`config.mk`:
```
export PLATFORM = sky130hd
export DESIGN_NAME = eagu_top
export DESIGN_NICKNAME = d
export VERILOG_FILES = /design/src/rtl/eagu_pkg.sv /design/src/rtl/eagu_direct.sv /design/src/rtl/eagu_ptr.sv /design/src/rtl/eagu_ctl.sv /design/src/rtl/eagu_top.sv
export SDC_FILE = /design/constraint.sdc
export NUM_CORES = 1
export LEC_CHECK = 0
export ABC_AREA = 1
export ABC_CLOCK_PERIOD_IN_PS = 8400
export BUFFER_PORTS_ARGS = -buffer_cell sky130_fd_sc_hd__clkbuf_2
export CAP_MARGIN = 10
export CORE_ASPECT_RATIO = 0.5
export CORE_MARGIN = 2
export CORE_UTILIZATION = 45
export DETAILED_ROUTE_END_ITERATION = 10
export GPL_TIMING_DRIVEN = 0
export PLACE_DENSITY_LB_ADDON = 0.15
export SYNTH_ARGS = -nofsm -noshare
export SYNTH_HDL_FRONTEND = slang
export SYNTH_SLANG_ARGS = --single-unit
```
`constraint.sdc`:
```
create_clock -name clk -period 8.4 [get_ports clk]
set_clock_uncertainty 0.2 [all_clocks]
set_input_delay 0.42 -clock clk [delete_from_list [all_inputs] [get_ports clk]]
set_output_delay 0.42 -clock clk [all_outputs]
set_load 0.01 [all_outputs]
```
`src/rtl/eagu_pkg.sv`:
```
package eagu_pkg;

    parameter int ADDR_W = 16;
    parameter int DATA_W = 8;
    parameter int MODE_W = 4;
    parameter int LEN_W  = 2;
    localparam int PAD_W = ADDR_W - DATA_W;

    typedef logic [ADDR_W-1:0] addr_t;
    typedef logic [DATA_W-1:0] byte_t;
    typedef logic [LEN_W-1:0]  len_t;

    typedef enum logic [MODE_W-1:0] {
        AM_IMPL  = 4'd0,
        AM_ACC   = 4'd1,
        AM_IMM   = 4'd2,
        AM_REL   = 4'd3,
        AM_ZP    = 4'd4,
        AM_ZPX   = 4'd5,
        AM_ZPY   = 4'd6,
        AM_ABS   = 4'd7,
        AM_ABSX  = 4'd8,
        AM_ABSY  = 4'd9,
        AM_IND   = 4'd10,
        AM_XIND  = 4'd11,
        AM_INDY  = 4'd12,
        AM_RSV13 = 4'd13,
        AM_RSV14 = 4'd14,
        AM_RSV15 = 4'd15
    } am_e;

    typedef enum logic [1:0] {
        CL_REG    = 2'd0,
        CL_DIRECT = 2'd1,
        CL_PTR    = 2'd2
    } am_class_e;

    typedef struct packed {
        am_e   mode;
        addr_t opnd;
        byte_t xr;
        byte_t yr;
    } req_t;

    typedef struct packed {
        addr_t ea;
        byte_t val;
        len_t  len;
    } result_t;

    function automatic am_class_e am_class(input am_e m);
        case (m)
            AM_ZP, AM_ZPX, AM_ZPY, AM_ABS, AM_ABSX, AM_ABSY: return CL_DIRECT;
            AM_IND, AM_XIND, AM_INDY:                         return CL_PTR;
            default:                                          return CL_REG;
        endcase
    endfunction

    function automatic len_t am_len(input am_e m);
        case (m)
            AM_ABS, AM_ABSX, AM_ABSY:                               return len_t'(3);
            AM_IMPL, AM_ACC, AM_RSV13, AM_RSV14, AM_RSV15:          return len_t'(1);
            default:                                                return len_t'(2);
        endcase
    endfunction

    function automatic addr_t zext(input byte_t b);
        return {{PAD_W{1'b0}}, b};
    endfunction

    function automatic addr_t direct_ea(input req_t r);
        case (r.mode)
            AM_ABS:  return r.opnd;
            AM_ABSX: return r.opnd + zext(r.xr);
            AM_ABSY: return r.opnd + zext(r.yr);
            AM_ZP:   return zext(r.opnd[DATA_W-1:0]);
            AM_ZPX:  return zext(byte_t'(r.opnd[DATA_W-1:0] + r.xr));
            AM_ZPY:  return zext(byte_t'(r.opnd[DATA_W-1:0] + r.yr));
            default: return '0;
        endcase
    endfunction

    function automatic addr_t ptr_base(input req_t r);
        case (r.mode)
            AM_XIND: return r.opnd + zext(r.xr);
            default: return r.opnd;
        endcase
    endfunction

    function automatic byte_t reg_value(input am_e m, input addr_t op, input byte_t acc);
        case (m)
            AM_ACC:         return acc;
            AM_IMM, AM_REL: return op[DATA_W-1:0];
            default:        return '0;
        endcase
    endfunction

endpackage

```
`src/rtl/eagu_direct.sv`:
```
module eagu_direct
    import eagu_pkg::*;
(
    input  req_t  req,
    output addr_t ea,
    output addr_t ptr_lo_addr,
    output addr_t ptr_hi_addr
);
    addr_t base;

    always_comb begin
        base        = ptr_base(req);
        ea          = direct_ea(req);
        ptr_lo_addr = base;
        ptr_hi_addr = base + addr_t'(1);
    end
endmodule

```
`src/rtl/eagu_ptr.sv`:
```
module eagu_ptr
    import eagu_pkg::*;
(
    input  logic  clk,
    input  logic  rst,
    input  logic  cap_lo,
    input  logic  cap_hi,
    input  byte_t rdata,
    input  logic  add_y,
    input  byte_t yr,
    output addr_t ea
);
    byte_t lo_q;
    byte_t hi_q;

    always_ff @(posedge clk) begin
        if (rst) begin
            lo_q <= '0;
            hi_q <= '0;
        end else begin
            if (cap_lo) lo_q <= rdata;
            if (cap_hi) hi_q <= rdata;
        end
    end

    always_comb begin
        ea = {hi_q, lo_q};
        if (add_y) ea = ea + zext(yr);
    end
endmodule

```
`src/rtl/eagu_ctl.sv`:
```
module eagu_ctl
    import eagu_pkg::*;
(
    input  logic      clk,
    input  logic      rst,
    input  logic      start,
    input  am_class_e in_cls,
    output logic      accept,
    output logic      reg_done,
    output logic      busy,
    output logic      mem_rd,
    output logic      sel_plo,
    output logic      sel_phi,
    output logic      cap_lo,
    output logic      cap_hi,
    output logic      cap_op
);
    typedef enum logic [2:0] {
        ST_IDLE = 3'd0,
        ST_PLO  = 3'd1,
        ST_PHI  = 3'd2,
        ST_PCAP = 3'd3,
        ST_ORD  = 3'd4,
        ST_OCAP = 3'd5
    } st_e;

    st_e st_q;
    st_e st_d;

    always_comb begin
        accept   = (st_q == ST_IDLE) && start;
        reg_done = accept && (in_cls == CL_REG);
        st_d     = st_q;
        case (st_q)
            ST_IDLE: begin
                if (accept) begin
                    case (in_cls)
                        CL_PTR:    st_d = ST_PLO;
                        CL_DIRECT: st_d = ST_ORD;
                        default:   st_d = ST_IDLE;
                    endcase
                end
            end
            ST_PLO:  st_d = ST_PHI;
            ST_PHI:  st_d = ST_PCAP;
            ST_PCAP: st_d = ST_ORD;
            ST_ORD:  st_d = ST_OCAP;
            default: st_d = ST_IDLE;
        endcase
    end

    always_ff @(posedge clk) begin
        if (rst) st_q <= ST_IDLE;
        else     st_q <= st_d;
    end

    assign busy    = (st_q != ST_IDLE);
    assign sel_plo = (st_q == ST_PLO);
    assign sel_phi = (st_q == ST_PHI);
    assign mem_rd  = sel_plo || sel_phi || (st_q == ST_ORD);
    assign cap_lo  = (st_q == ST_PHI);
    assign cap_hi  = (st_q == ST_PCAP);
    assign cap_op  = (st_q == ST_OCAP);
endmodule

```
`src/rtl/eagu_top.sv`:
```
module eagu_top
    import eagu_pkg::*;
(
    input  logic              clk,
    input  logic              rst,
    input  logic              start_i,
    input  logic [MODE_W-1:0] mode_i,
    input  logic [ADDR_W-1:0] opnd_i,
    input  logic [DATA_W-1:0] xr_i,
    input  logic [DATA_W-1:0] yr_i,
    input  logic [DATA_W-1:0] acc_i,
    output logic              mem_rd_o,
    output logic [ADDR_W-1:0] mem_addr_o,
    input  logic [DATA_W-1:0] mem_rdata_i,
    output logic              done_o,
    output logic [ADDR_W-1:0] ea_o,
    output logic [DATA_W-1:0] val_o,
    output logic [LEN_W-1:0]  len_o
);
    am_e       mode_in;
    am_class_e cls_in;
    req_t      req_q;
    result_t   res_q;
    logic      done_q;

    logic  accept, reg_done, busy, mem_rd, sel_plo, sel_phi;
    logic  cap_lo, cap_hi, cap_op;
    addr_t dir_ea, ptr_lo_a, ptr_hi_a, ptr_ea, op_addr;

    assign mode_in = am_e'(mode_i);
    assign cls_in  = am_class(mode_in);

    always_ff @(posedge clk) begin
        if (rst) begin
            req_q <= '0;
        end else if (accept) begin
            req_q.mode <= mode_in;
            req_q.opnd <= opnd_i;
            req_q.xr   <= xr_i;
            req_q.yr   <= yr_i;
        end
    end

    eagu_ctl u_ctl (
        .clk      (clk),
        .rst      (rst),
        .start    (start_i),
        .in_cls   (cls_in),
        .accept   (accept),
        .reg_done (reg_done),
        .busy     (busy),
        .mem_rd   (mem_rd),
        .sel_plo  (sel_plo),
        .sel_phi  (sel_phi),
        .cap_lo   (cap_lo),
        .cap_hi   (cap_hi),
        .cap_op   (cap_op)
    );

    eagu_direct u_dir (
        .req         (req_q),
        .ea          (dir_ea),
        .ptr_lo_addr (ptr_lo_a),
        .ptr_hi_addr (ptr_hi_a)
    );

    eagu_ptr u_ptr (
        .clk    (clk),
        .rst    (rst),
        .cap_lo (cap_lo),
        .cap_hi (cap_hi),
        .rdata  (mem_rdata_i),
        .add_y  (req_q.mode == AM_INDY),
        .yr     (req_q.yr),
        .ea     (ptr_ea)
    );

    assign op_addr = (am_class(req_q.mode) == CL_PTR) ? ptr_ea : dir_ea;

    always_comb begin
        if (!mem_rd)      mem_addr_o = '0;
        else if (sel_plo) mem_addr_o = ptr_lo_a;
        else if (sel_phi) mem_addr_o = ptr_hi_a;
        else              mem_addr_o = op_addr;
    end

    always_ff @(posedge clk) begin
        if (rst) begin
            res_q  <= '0;
            done_q <= 1'b0;
        end else if (reg_done) begin
            res_q.ea  <= '0;
            res_q.val <= reg_value(mode_in, opnd_i, acc_i);
            res_q.len <= am_len(mode_in);
            done_q    <= 1'b1;
        end else if (cap_op) begin
            res_q.ea  <= op_addr;
            res_q.val <= mem_rdata_i;
            res_q.len <= am_len(req_q.mode);
            done_q    <= 1'b1;
        end else begin
            done_q <= 1'b0;
        end
    end

    assign mem_rd_o = mem_rd;
    assign done_o   = done_q;
    assign ea_o     = res_q.ea;
    assign val_o    = res_q.val;
    assign len_o    = res_q.len;
endmodule

```
==> run summary, run 1 <==
* status: finished clean
* share of synthesized area occupied by flip-flops and latches: 0.2535
* power per unit of standard cell area: 181.3 mW/mm²
* number of sinks on the clock net: 86
* Synth Instances: 1123
* drt first-iter violations: 773
* area of the core: 0.01462 mm²
* count of input and output buffers: 97
* final setup fails: 0
* worst-case clock buffer depth: 2
* total power consumption of the routed design: 1.421 mW
* placement-stage worst setup slack: 4521 ps
* Async S/R FF share, synth: 0
* Std-Cell Rows: 31
* count of inserted antenna diode cells: 0
* post-route worst setup slack: 4118 ps
* unrepaired setup endpoints after global routing: no
* cells traversed along the worst timing path: inv_2 > nor2_1 > nand3_1 > clkbuf_1 > o21ai_0 > ha_1 > inv_1 > fa_1 > nand3b_1 > nand2_1 > nand2_1 > nand2_1 > a21oi_1 > xor2_1 > o21ai_0 > nand2_1 > nand2_1 > nor2_1 > nor2_1 > clkbuf_2
* number of synthesized register bits: 86
* warnings from Yosys: 0
* worst skew pair latency: 350 ps
* routed vias: 7858
* number of H-tree branching levels: 3
* Hold Vio Cnt, Final: 0
* Total GRT Usage: 0.3095
* vias in the first global route: 7238
* mean instance size in the synthesized netlist: 6.047 µm²
* cell at the root of the clock tree: sky130_fd_sc_hd__clkbuf_16
* number of remaining DRC errors: 0
* Synth area leader: sky130_fd_sc_hd__dfxtp_1
* setup TNS: 0 ps
* sort of element at the start of the critical path: flop
* effective utilization at floorplan: 0.4644
* count of cells resized by post-cts repair: 0
* Wirelength per Cell: 16.83 µm
* ratio of final minimum period to clock period: 0.5098
* pins over their slew limit: 0
* endpoint type of the worst setup path: output pin
* CP max stage delay: 390 ps
* die height: 90.86 µm
* peak ir drop on the vdd network: 0.09597 mV
* area growth from synthesis to layout: 15.42%
* TritonCTS clock tree: done
* DRT antenna net count: 0
* Die ar.: 0.01615 mm²
* grt total ovfl: 0
* register-to-register path setup slack: 4990 ps
* Placed Cells incl. Taps: 1418
* buffering stage count on the worst path with inverters included: 4
* number of buffers added to fix hold violations after cts: 0
* share of layout cells above drive strength 1: 0.1214
* final weighted congestion of routability-driven global placement: 0.9864
* slowest cell on the critical path: sky130_fd_sc_hd__fa_1
* worst min-delay path class: in -> reg
* Via density: 5.480
* detailed-router iteration count before antenna repair: 6
* number of different library cells in the post-synthesis netlist: 43
* Top cell by count, worst path: sky130_fd_sc_hd__nand2_1
* Synth area leaders: sky130_fd_sc_hd__dfxtp_1 (25%), sky130_fd_sc_hd__nand2_1 (17%), sky130_fd_sc_hd__o21ai_0 (8.4%), sky130_fd_sc_hd__inv_1 (8.0%), sky130_fd_sc_hd__nand3_1 (7.7%)
* top-area cell type share of the netlist area: 0.2535
* Primary FF master, synth: sky130_fd_sc_hd__dfxtp_1
* maximum clock frequency: 0.2335 GHz
* minimum clock period: 4282 ps
* nets@finish: 1323
* global-route wire length before repair: 38.25 mm
* Cell Area, Synth: 0.006790 mm²
* number of ports placed on the die boundary: 99
* data arrival time of the critical path: 3660 ps
* Leak: 3.764 nW
* detailed-placement wirelength estimate: 19.43 mm
* number of nets produced by synthesis: 1215
* actual slew at the worst max-slew pin: 962.3 ps
* highest net fanout along the worst path: 10
* max cap viols: 0
* initial antenna violation count: 1
* maximum number of pins on one net before global-route repair: 18
* worst hold margin: 94.12 ps
* number of synthesized flops with an enable pin: 0
* detailed-route wire length: 24.14 mm
* type of the worst setup path: reg -> out
* clock buffers created by TritonCTS: 9
* post-CTS clock slew at the launch and capture registers of the worst setup and hold paths: 70 ps
* category of cells accounting for the largest share of critical-path delay: simple AND/OR/NAND/NOR gates
* CP Data Required Time: 7780 ps
* Die X: 177.7 µm
* Post-Layout Cell Count: 1434
* # Post-CTS Setup Buffers: 0
* remaining max-slew budget at the tightest pin: 0.3561
==> Yosys cell counts (2+ instances only) <==
library cell and instances:
sky130_fd_sc_hd__nand2_1 304, sky130_fd_sc_hd__inv_1 144, sky130_fd_sc_hd__o21ai_0 114, sky130_fd_sc_hd__nand3_1 104
sky130_fd_sc_hd__a21oi_1 95, sky130_fd_sc_hd__dfxtp_1 86, sky130_fd_sc_hd__nor2_1 82, sky130_fd_sc_hd__ha_1 33
sky130_fd_sc_hd__clkbuf_1 26, sky130_fd_sc_hd__a31oi_1 14, sky130_fd_sc_hd__nand4_1 11, sky130_fd_sc_hd__o211ai_1 10
sky130_fd_sc_hd__o21bai_1 10, sky130_fd_sc_hd__nor3_1 9, sky130_fd_sc_hd__xor2_1 9, sky130_fd_sc_hd__or2_2 8
sky130_fd_sc_hd__buf_2 7, sky130_fd_sc_hd__nand2_2 6, sky130_fd_sc_hd__o2111ai_1 5, sky130_fd_sc_hd__fa_1 4
sky130_fd_sc_hd__nand3b_1 4, sky130_fd_sc_hd__nor2_2 4, sky130_fd_sc_hd__clkinv_1 3, sky130_fd_sc_hd__nand3_2 3
sky130_fd_sc_hd__nor2_4 3, sky130_fd_sc_hd__xnor2_1 3, sky130_fd_sc_hd__a211oi_1 2, sky130_fd_sc_hd__inv_2 2
sky130_fd_sc_hd__nor3_2 2, sky130_fd_sc_hd__o21ai_1 2, sky130_fd_sc_hd__o31ai_1 2
==> routing by layer <==
metal | wire, µm | GRT usage | vias to the layer above | share of wire
li1 | - | - | 3921 | -
met1 | 11740 | 0.4655 | 3590 | 0.49
met2 | 9288 | 0.4399 | 322 | 0.38
met3 | 2782 | 0.08249 | 25 | 0.12
met4 | 330 | 0.05396 | 0 | 0.014
met5 | 0 | 0 | - | 0
==> cell families (layout without fill, tap and decap cells) <==
family          count (synthesis)  count (layout)  synth area share
compound gates                260             260            0.2091
fa+ha+maj                      37              37           0.07260
buf+inv                       184             297            0.1032
flops                          86              86            0.2535
simple gates                  544             544            0.3460
xor+xnor                       12              12           0.01548
==> worst min-delay path: stages <==
cell and delay, ps:
sky130_fd_sc_hd__clkbuf_2 80, sky130_fd_sc_hd__nand2_1 50, sky130_fd_sc_hd__a21oi_1 50
==> layout make-up <==
cell class | count | area, µm²
Fill cell | 1552 | 6785
Tap cell | 198 | 247.7
Sequential cell | 86 | 1722
Clock buffer | 9 | 225.2
Clock inverter | 7 | 88.84
Multi-Input combinational cell | 853 | 4368
Inverter | 149 | 559.3
Timing Repair Buffer | 97 | 485.5
Buffer | 35 | 141.4
==> layout by cell type, fill, tap and decap left out, drive strengths merged, types with 5 or more instances in the layout <==
cell,count
inv,150
ha,33
buf,8
nand2,310
a21oi,95
clkbuf,133
nor3,11
nor2,90
o21ai,116
a31oi,14
o21bai,10
o211ai,10
nand4,11
or2,8
xor2,9
o2111ai,5
nand3,107
dfxtp,86
==> worst paths after layout <==
| kind | from | to | cells past startpoint |
|---|---|---|---|
| worst min register to register | u_ptr.hi_q[7] | u_ptr.hi_q[7] | 2 |
| worst min-delay path | xr_i[4] | req_q[12] | 3 |
| worst max-delay path | req_q[34] | mem_addr_o[6] | 20 |
| worst max register to register | req_q[34] | ea_o[6] | 19 |
==> sequential cells by signal (all words and copies together), names as in the netlist, named ones only <==
name and cells:
len_o 2, u_ptr.hi_q 8, u_ctl.st_q 3, ea_o 16, u_ptr.lo_q 8, val_o 8, done_o 1, req_q 36
==> per-stage QoR <==
step | util | area (µm²)
after floorplan | - | 6790
after global placement | 0.5145 | 7523
after detailed placement | 0.5145 | 7523
after CTS | 0.5360 | 7838
after global routing | 0.5360 | 7838
final | 0.5360 | 7838
==> report_power, final <==
| group | switching [mW] | internal, mW |
|---|---|---|
| combinational | 0.326 | 0.155 |
| clock | 0.205 | 0.239 |
| sequential | 0.0488 | 0.448 |
| total | 0.579 | 0.842 |
Note: power is estimated with default switching activity, not from simulation.
==> run 2: changes to the inputs <==
- ABC_CLOCK_PERIOD_IN_PS: 8400 -> 4300
- clock period: 8.4 -> 4.3 ns (I/O delays scaled with it)
==> run 2 against run 1 <==
  * Sequential power grew 95%
  * First-iteration DRC count shrank 7.4%
  * Cell count grew 2.2%
  * Critical path type unchanged
==> run summary, run 2 (synthesis gave the netlist of run 1 again) <==
* share of total power in combinational logic: 0.344
* post-CTS clock slew at the launch and capture registers of the worst setup and hold paths: 70 ps
* post-route worst setup slack: 330.3 ps
* detailed-router iteration count before antenna repair: 5
* leading cell types in the layout, fill and taps excluded: sky130_fd_sc_hd__nand2_1 (304), sky130_fd_sc_hd__inv_1 (144), sky130_fd_sc_hd__o21ai_0 (114)
* number of remaining DRC errors: 0
* worst reg2reg path depth: 19
* minimum clock period: 3970 ps
* actual slew at the worst max-slew pin: 954.1 ps
* area growth from synthesis to layout: 20.23%
* placement-stage worst setup slack: 625.9 ps
* Util after Layout: 0.5583
* number of ports placed on the die boundary: 99
* Die ar.: 0.01615 mm²
* post-layout instance area: 0.008164 mm²
* switching portion of total power: 0.4060
* most common cell after layout, fill and taps aside: sky130_fd_sc_hd__nand2_1
* TritonCTS clock tree: done
* maximum clock frequency: 0.2519 GHz
* CP max stage delay: 390 ps
* register-to-register path setup slack: 1000 ps
* detailed-route wire length: 24.42 mm
* sort of element at the start of the critical path: flop
* Die X: 177.7 µm
* cell area after placement: 0.007523 mm²
* peak ir drop on the vdd network: 0.1884 mV
* capture instance of the worst register-to-register path: ea_o[6]
* grt total ovfl: 0
* detailed-placement wirelength estimate: 19.43 mm
* Std-Cell Rows: 31
* worst hold margin: 5.288 ps
* status: finished clean
* worst min-delay path class: in -> reg
* area of the core: 0.01462 mm²
* Via density: 5.453
* die height: 90.86 µm
* category of cells accounting for the largest share of critical-path delay: simple AND/OR/NAND/NOR gates
* # Post-CTS Setup Buffers: 0
* remaining max-slew budget at the tightest pin: 0.3616
* cell at the root of the clock tree: sky130_fd_sc_hd__clkbuf_16
* Top cell by count, worst path: sky130_fd_sc_hd__nand2_1
* endpoint type of the worst setup path: output pin
* Cells on Worst Hold Path: 3
* worst-case clock buffer depth: 2
* count of input and output buffers: 97
* worst reg2reg path startpoint: req_q[34]
* type of the worst setup path: reg -> out
* final setup fails: 0
* Wirelength per Cell: 16.65 µm
* DRT antenna net count: 0
* buffering stage count on the worst path with inverters included: 4
* initial antenna violation count: 1
* CP Data Required Time: 3880 ps
* clock buffers created by TritonCTS: 9
* Leak: 3.900 nW
* nets@finish: 1355
* most flop-heavy register: req_q
* switching power: 1.137 mW
* Total GRT Usage: 0.3114
* share of layout cells above drive strength 1: 0.1199
* startpoint of the tightest hold check path: start_i
* share of power burned in registers: 0.346
* power per unit of standard cell area: 343.2 mW/mm²
* end point of the most critical hold path: u_ctl.st_q[0]
* cells traversed along the worst timing path: inv_2 > nor2_1 > nand3_2 > clkbuf_2 > o21ai_0 > ha_1 > inv_1 > fa_1 > nand3b_1 > nand2_1 > nand2_1 > nand2_1 > a21oi_1 > xor2_1 > o21ai_0 > nand2_1 > nand2_1 > nor2_1 > nor2_1 > clkbuf_2
* final weighted congestion of routability-driven global placement: 0.9864
* drt first-iter violations: 716
* maximum number of pins on one net before global-route repair: 18
* Worst Setup SP: req_q[34]
* routed vias: 7994
* count of inserted antenna diode cells: 0
* Internal Pwr Total: 1.664 mW
* vias in the first global route: 7360
* effective utilization at floorplan: 0.4644
* ratio of final minimum period to clock period: 0.9232
* setup TNS: 0 ps
* data arrival time of the critical path: 3550 ps
* max reg flops: 36
* slowest cell on the critical path: sky130_fd_sc_hd__fa_1
* number of sinks on the clock net: 86
* pins over their slew limit: 0
* unrepaired setup endpoints after global routing: no
* portion of total power attributed to the clock network: 0.310
* max cap viols: 0
* global-route wire length before repair: 38.53 mm
* number of H-tree branching levels: 3
* worst skew pair latency: 350 ps
* Hold Vio Cnt, Final: 0
* highest net fanout along the worst path: 10
[run 2: cell count changes in the layout (fill, tap and decap cells not counted), sizes merged]
cell and delta:
dlygate4sd3 +32
[run 2: repair_timing]
action	in CTS	in global routing
hold endpoints to repair	40	0
gates resized for setup	0	3
endpoints found under the setup margin	0	1
hold buffers	32	0
[run 2: layout make-up]
class,instances,area (µm²)
multi-input cells,853,4373
inverters,149,559.3
clock buffers,9,225.2
plain buffers,35,142.6
repair buffers,129,805.8
clock inverters,7,88.84
fillers,1538,6459
flip-flops and latches,86,1722
well taps,198,247.7
[run 2: how the worst max path moves through the flow]
stage	end	slack (ps)	depth (start not counted)
floorplan	mem_addr_o[6]	1260	19
global placement	mem_addr_o[6]	600	20
detailed placement	mem_addr_o[6]	630	20
CTS	mem_addr_o[6]	240	20
global route	mem_addr_o[6]	40	20
finish	mem_addr_o[6]	330	20
[run 2: tightest hold or removal path: stages]
cell and delay (ps):
sky130_fd_sc_hd__clkbuf_2 110, sky130_fd_sc_hd__o31ai_1 90, sky130_fd_sc_hd__a21oi_1 100
[run 2: metrics by stage]
step / std cells / total power, mW
final: 1466 / 2.802
after floorplan: 1123 / 1.595
after global routing: 1466 / 2.968
after CTS: 1466 / 2.783
after detailed placement: 1418 / 1.899
after global placement: 1418 / 1.889
[run 2: per-layer routing]
metal | vias to the layer above | GRT usage | wire [µm]
li1 | 3985 | - | -
met1 | 3669 | 0.4637 | 12050
met2 | 318 | 0.4477 | 9524
met3 | 22 | 0.08165 | 2573
met4 | 0 | 0.05806 | 270
met5 | - | 0 | 0
[run 2: power groups by stage]
stage | combinational, mW | sequential (mW) | clock (mW)
6_report | 0.964 | 0.971 | 0.867
5_1_grt | 1.08 | 0.979 | 0.904
4_1_cts | 0.944 | 0.966 | 0.873
3_5_place_dp | 0.915 | 0.984 | 0
3_3_place_gp | 0.905 | 0.984 | 0
2_1_floorplan | 0.643 | 0.952 | 0
